File: src/rtl/osd_pos_pkg.sv
// Shared sizing for the OSD start position timer.
// Assumes the counters are wide enough to hold the largest start offset.
package osd_pos_pkg;
    localparam int POS_W       = 6;   // width of each position value
    localparam int HCNT_W      = 9;   // dot counter width
    localparam int VCNT_W      = 10;  // line counter width
    localparam int SYNC_STAGES = 2;   // synchronizer depth
    localparam int H_BIAS      = 5;   // fixed horizontal offset in dots
endpackage

File: src/rtl/osd_sync_in.sv
// Brings one raw sync pin into the dot-clock domain, applies the
// selected polarity and flags the inactive-to-active transition.
// Assumes STAGES >= 1; at reset the chain is loaded with the inactive level.
module osd_sync_in #(
    parameter int STAGES = 2
) (
    input  logic clk,
    input  logic rst_n,
    input  logic raw,
    input  logic pol,
    output logic active,
    output logic rise
);
    logic [STAGES-1:0] chain;
    logic              last_active;

    generate
        if (STAGES == 1) begin : g_single
            // Single-stage capture of the raw pin.
            always_ff @(posedge clk) begin
                if (!rst_n) chain <= ~pol;
                else        chain <= raw;
            end
        end else begin : g_multi
            // Shift the raw pin through the synchronizer chain.
            always_ff @(posedge clk) begin
                if (!rst_n) chain <= {STAGES{~pol}};
                else        chain <= {chain[STAGES-2:0], raw};
            end
        end
    endgenerate

    // Level is active when the synchronized value matches the polarity.
    assign active = (chain[STAGES-1] == pol);

    // Remember the previous active level for edge detection.
    always_ff @(posedge clk) begin
        if (!rst_n) last_active <= 1'b0;
        else        last_active <= active;
    end

    assign rise = active & ~last_active;
endmodule

File: src/rtl/osd_pos_latch.sv
// Holds the horizontal and vertical position values and turns them into
// dot and line targets. Values are taken only when capture is high.
// Assumes HCNT_W >= POS_W+3 and VCNT_W >= POS_W+2.
module osd_pos_latch #(
    parameter int POS_W  = 6,
    parameter int HCNT_W = 9,
    parameter int VCNT_W = 10,
    parameter int H_BIAS = 5
) (
    input  logic              clk,
    input  logic              rst_n,
    input  logic              capture,
    input  logic [POS_W-1:0]  hpos_in,
    input  logic [POS_W-1:0]  vpos_in,
    output logic [HCNT_W-1:0] h_target,
    output logic [VCNT_W-1:0] v_target
);
    localparam int HPAD = HCNT_W - POS_W - 2;
    localparam int VPAD = VCNT_W - POS_W - 2;

    logic [POS_W-1:0] h_held;
    logic [POS_W-1:0] v_held;

    // Capture both positions together at the start of vertical sync.
    always_ff @(posedge clk) begin
        if (!rst_n) begin
            h_held <= '0;
            v_held <= '0;
        end else if (capture) begin
            h_held <= hpos_in;
            v_held <= vpos_in;
        end
    end

    // Four dots per horizontal step plus the fixed bias.
    assign h_target = {{HPAD{1'b0}}, h_held, 2'b00} + HCNT_W'(H_BIAS);
    // Four lines per vertical step.
    assign v_target = {{VPAD{1'b0}}, v_held, 2'b00};
endmodule

File: src/rtl/osd_hcounter.sv
// Dot counter gated by the horizontal sync level, and the start compare.
// Assumes target never equals the saturation value.
module osd_hcounter #(
    parameter int HCNT_W = 9
) (
    input  logic              clk,
    input  logic              rst_n,
    input  logic              active,
    input  logic [HCNT_W-1:0] target,
    output logic [HCNT_W-1:0] count,
    output logic              start
);
    localparam logic [HCNT_W-1:0] CMAX = '1;
    localparam logic [HCNT_W-1:0] CONE = HCNT_W'(1);

    // Count dots during active sync, hold zero otherwise, saturate at the top.
    always_ff @(posedge clk) begin
        if (!rst_n)             count <= '0;
        else if (!active)       count <= '0;
        else if (count != CMAX) count <= count + CONE;
    end

    // Pulse on the single dot where the count meets the target.
    assign start = active && (count == target);
endmodule

File: src/rtl/osd_vcounter.sv
// Line counter cleared by vertical sync and stepped by each horizontal
// sync edge, plus the window flag. Assumes line_edge is one cycle wide.
module osd_vcounter #(
    parameter int VCNT_W = 10
) (
    input  logic              clk,
    input  logic              rst_n,
    input  logic              clear,
    input  logic              line_edge,
    input  logic [VCNT_W-1:0] target,
    output logic [VCNT_W-1:0] count,
    output logic              flag
);
    localparam logic [VCNT_W-1:0] CMAX = '1;
    localparam logic [VCNT_W-1:0] CONE = VCNT_W'(1);

    // Hold zero through vertical sync, step once per line, saturate at the top.
    always_ff @(posedge clk) begin
        if (!rst_n)                       count <= '0;
        else if (clear)                   count <= '0;
        else if (line_edge && count != CMAX) count <= count + CONE;
    end

    // Flag is high from the target line onward, outside vertical sync.
    assign flag = !clear && (count >= target);
endmodule

File: src/rtl/osd_start_timer.sv
// Top of the OSD start position timer. Synchronizes both sync inputs,
// stores the positions at vertical sync and derives the start outputs.
// Assumes all inputs except the sync pins are static relative to clk.
module osd_start_timer
    import osd_pos_pkg::*;
#(
    parameter int P_POS_W  = POS_W,
    parameter int P_HCNT_W = HCNT_W,
    parameter int P_VCNT_W = VCNT_W,
    parameter int P_STAGES = SYNC_STAGES
) (
    input  logic                clk,
    input  logic                rst_n,
    input  logic                hsync_raw,
    input  logic                vsync_raw,
    input  logic                hsync_pol,
    input  logic                vsync_pol,
    input  logic [P_POS_W-1:0]  hpos,
    input  logic [P_POS_W-1:0]  vpos,
    output logic                h_start,
    output logic                v_start,
    output logic [P_HCNT_W-1:0] h_count,
    output logic [P_VCNT_W-1:0] v_count
);
    logic                hs_act;
    logic                hs_rise;
    logic                vs_act;
    logic                vs_rise;
    logic [P_HCNT_W-1:0] h_target;
    logic [P_VCNT_W-1:0] v_target;

    osd_sync_in #(.STAGES(P_STAGES)) u_hsync (
        .clk(clk), .rst_n(rst_n), .raw(hsync_raw), .pol(hsync_pol),
        .active(hs_act), .rise(hs_rise)
    );

    osd_sync_in #(.STAGES(P_STAGES)) u_vsync (
        .clk(clk), .rst_n(rst_n), .raw(vsync_raw), .pol(vsync_pol),
        .active(vs_act), .rise(vs_rise)
    );

    osd_pos_latch #(
        .POS_W(P_POS_W), .HCNT_W(P_HCNT_W), .VCNT_W(P_VCNT_W), .H_BIAS(H_BIAS)
    ) u_pos (
        .clk(clk), .rst_n(rst_n), .capture(vs_rise),
        .hpos_in(hpos), .vpos_in(vpos),
        .h_target(h_target), .v_target(v_target)
    );

    osd_hcounter #(.HCNT_W(P_HCNT_W)) u_hcnt (
        .clk(clk), .rst_n(rst_n), .active(hs_act), .target(h_target),
        .count(h_count), .start(h_start)
    );

    osd_vcounter #(.VCNT_W(P_VCNT_W)) u_vcnt (
        .clk(clk), .rst_n(rst_n), .clear(vs_act), .line_edge(hs_rise),
        .target(v_target), .count(v_count), .flag(v_start)
    );
endmodule

File: config.mk
export PLATFORM = sky130hd
export DESIGN_NAME = osd_start_timer
export DESIGN_NICKNAME = d
export VERILOG_FILES = /design/src/rtl/osd_pos_pkg.sv /design/src/rtl/osd_sync_in.sv /design/src/rtl/osd_pos_latch.sv /design/src/rtl/osd_hcounter.sv /design/src/rtl/osd_vcounter.sv /design/src/rtl/osd_start_timer.sv
export SDC_FILE = /design/constraint.sdc
export NUM_CORES = 1
export LEC_CHECK = 0
export CORE_ASPECT_RATIO = 0.5
export CORE_UTILIZATION = 60
export CTS_CLUSTER_SIZE = 20
export DETAILED_ROUTE_END_ITERATION = 8
export DONT_BUFFER_PORTS = 1
export PLACE_DENSITY_LB_ADDON = 0.08
export SETUP_SLACK_MARGIN = 0.1
export SKIP_LAST_GASP = 1
export SLEW_MARGIN = 20
export SYNTH_ARGS = -nofsm -noshare
export SYNTH_HDL_FRONTEND = slang
export SYNTH_SLANG_ARGS = --single-unit
File: constraint.sdc
create_clock -name clk -period 2.6 [get_ports clk]
set_input_delay 0.26 -clock clk [delete_from_list [all_inputs] [get_ports clk]]
set_output_delay 0.26 -clock clk [all_outputs]
set_load 0.03 [all_outputs]
==> flow_metrics.tcl <==
set metrics [dict create \
    outcome "finished clean" \
    worstPathArrival_ns 2.07 \
    power.share.sequential 0.530 \
    rsz0062_at_grt "no" \
    power_switching_mw 0.317 \
    drtIter0Drc 35 \
    skew_ns 0.00248 \
    synth_area_leaders "dfxtp_1 (38%), ha_1 (7.7%), mux2i_1 (6.7%)" \
    synth_top_area_share 0.379 \
    worstRegToRegCells 5 \
    fmax_mhz 430 \
    power_leakage_nw 0.849 \
    worstHoldPathCells 1 \
    die_h_um 42.3 \
    syn_area_um2 1950 \
    clkPwrFrac 0.325 \
    cts_root_buffer "clkbuf_8" \
    die_x_um 82.7 \
    nets 263 \
    synth_flop_cell "dfxtp_1" \
    rrSetupSlack_ns 0.63 \
    syn_avg_cell_area_um2 8.83 \
    n_antenna_cell 0 \
    fin_setup_tns_ns 0 \
    grt.total_usage 0.237 \
    overflow 0 \
    combinationalPowerShare 0.145 \
    layout-drive-gt1-share 0.0897 \
    period_share 0.895 \
    slew_violations 0 \
    synthCells 221 \
    synth_edf_count 0 \
    async_flop_share 0 \
    grt_max_degree 15 \
    viasPerCell 5.80 \
    htree_levels 2 \
    routed_wirelength_um 3840 \
    start_util 0.640 \
    cap_violations 0 \
    swShare 0.268 \
    antenna_found_initial 0 \
    gp_congestion 0.753 \
    drcViolationCount 0 \
    dieArea_um2 3500 \
    timing_worst_setup_path_type "flop to primary output" \
    ys_types 43 \
    ios 39 \
    fin_crit_ns 2.33 \
    p_total_mw 1.18 \
    p_int_mw 0.864 \
    cts_setup_buffers 0 \
    rows 14 \
    yosysWarningCount 0 \
    utilization 0.704 \
    io_buffers 0 \
    cts_buffers 5 \
    dpl.hpwl_um 2840 \
    ys_ff_latch 37 \
    hold-path-endpoint "u_vsync.chain[1]" \
    syn2layout_area_growth_pct 9.94 \
    finalHoldViolCount 0 \
    clockBufferDepth 2 \
    cts_tree "built" \
    ys_seq_area_frac 0.379 \
    reg2reg_from "u_vcnt.count[1]" \
    worst_pin_slew_ns 0.585 \
    ctsHoldBuffers 0 \
    synth.net_count 251 \
    cts.sinks 37 \
    grt_pass1_vias 1437 \
    relSlewSlack 0.600 \
    crit_required_ns 2.34 \
    power.density_nw_per_um2 551 \
    cp_max_fo 9 \
    crit_path_start_kind "flop" \
    setup-violations-final 0 \
    drtPass1Iterations 4 \
    clkLatencyLatePin_ns 0.28 \
    ant_nets 0 \
    yosys.area.top_type "dfxtp_1" \
    grt_pass1_wl_um 6180 \
    vias 1590 \
    hold_class "input port to flop" \
    core_um2 3050 \
    end_kind "primary output" \
    min_from "rst_n" \
    clk_pin_slew_ns 0.07 \
    wl_per_cell_um 14.0 \
    rr_endpoint "u_vcnt.count[8]" \
    peakVddDrop_v 0.000306 \
]
sequential cells by signal, indices dropped and copies added (netlist names):
signal	count
u_vcnt.count	10
u_hcnt.count	9
u_pos.h_held	6
u_pos.v_held	6
u_hsync.chain	2
u_vsync.chain	2
u_hsync.last_active	1
u_vsync.last_active	1
Yosys cell counts, types with 2 or more instances:
library cell,instances
a2111oi_0,2
a21boi_0,2
a21oi_1,7
a31oi_1,2
and3_1,2
and3b_1,3
and4_1,3
clkbuf_1,5
dfxtp_1,37
ha_1,12
inv_1,15
mux2i_1,13
nand2_1,16
nand3_1,9
nand4_1,4
nor2_1,27
nor2b_1,2
nor4_1,2
o211ai_1,3
o21ai_0,8
o31ai_1,3
or3_1,5
or4_1,2
xnor2_1,9
xor2_1,10
repair_timing:
action | in CTS | in global routing
resized for setup | 0 | 2
endpoints found under the hold margin | 0 | 0
endpoints found under the setup margin | 0 | 1
how the worst max path moves through the flow:
stage,endpoint,from,cells after the start,slack [ns]
floorplan,h_start,u_pos.h_held[1],6,0.11
global placement,h_start,u_pos.h_held[0],6,0.61
detailed placement,h_start,u_pos.h_held[0],6,0.57
CTS,h_start,u_pos.h_held[0],6,0.24
global route,v_start,u_vcnt.count[6],5,0.10
finish,h_start,u_pos.h_held[0],6,0.27
stage by stage:
stage          setup slack (ns)  cell area, um2  instances  hold WS, ns
6_report                  0.272            2150        274       0.0699
5_1_grt                   0.101            2150        274       0.0701
4_1_cts                   0.236            2140        274       0.0683
3_5_place_dp              0.573            2060        266        0.370
3_3_place_gp              0.609            2060        266        0.364
2_1_floorplan             0.114            1950        221        0.360
metal layers:
layer,GRT usage,vias to the layer above,share of wire
met4,0.0793,0,0.012
met3,0.0826,6,0.049
met5,0,-,0
met1,0.300,734,0.49
li1,-,812,-
met2,0.377,38,0.45
final cells by class:
cell class	count	area, um2
clock buffer	8	80.1
fill	263	902
inverter	15	56.3
multi-input combinational	163	1140
sequential	37	741
tap	40	50.0
timing repair buffer	11	82.6
power groups by stage:
stage	clock network (mW)	logic (mW)	registers [mW]
after global routing	0.411	0.193	0.630
after floorplan	0	0.132	0.639
final	0.384	0.171	0.626
after detailed placement	0	0.171	0.638
after CTS	0.393	0.172	0.626
after global placement	0	0.168	0.636
cells by family after synthesis:
family	share of synthesized area
adder cells (fa/ha/maj)	0.0769
XOR/XNOR	0.0853
flip-flops	0.379
buffers and inverters	0.0423
AND/OR/NAND/NOR	0.217
AO/OA/AOI/OAI	0.132
multiplexers	0.0667
cell usage in the layout (no fill, tap or decap), drive strengths merged, types with 3 or more instances in the layout:
cell type  netlist  layout
dfxtp           37      37
o31ai            3       3
nand2           16      16
o21ai            8       8
nand3            9       9
ha              12      12
o211ai           3       3
clkbuf           5       8
and4             4       4
inv             15      15
xor2            10      10
mux2i           13      13
or3              6       6
a21oi            7       7
buf              1      11
xnor2            9       9
nor2            27      27
nand4            4       4
and3b            3       3
critical path: stages, from the launching register on:
cell and delay [ns]:
dfxtp_1 0.49, ha_2 0.33, and3_1 0.18, a22oi_1 0.08
o211a_1 0.21, nor4_1 0.29, buf_4 0.21
No activity file was read; power rests on OpenSTA's default activity.
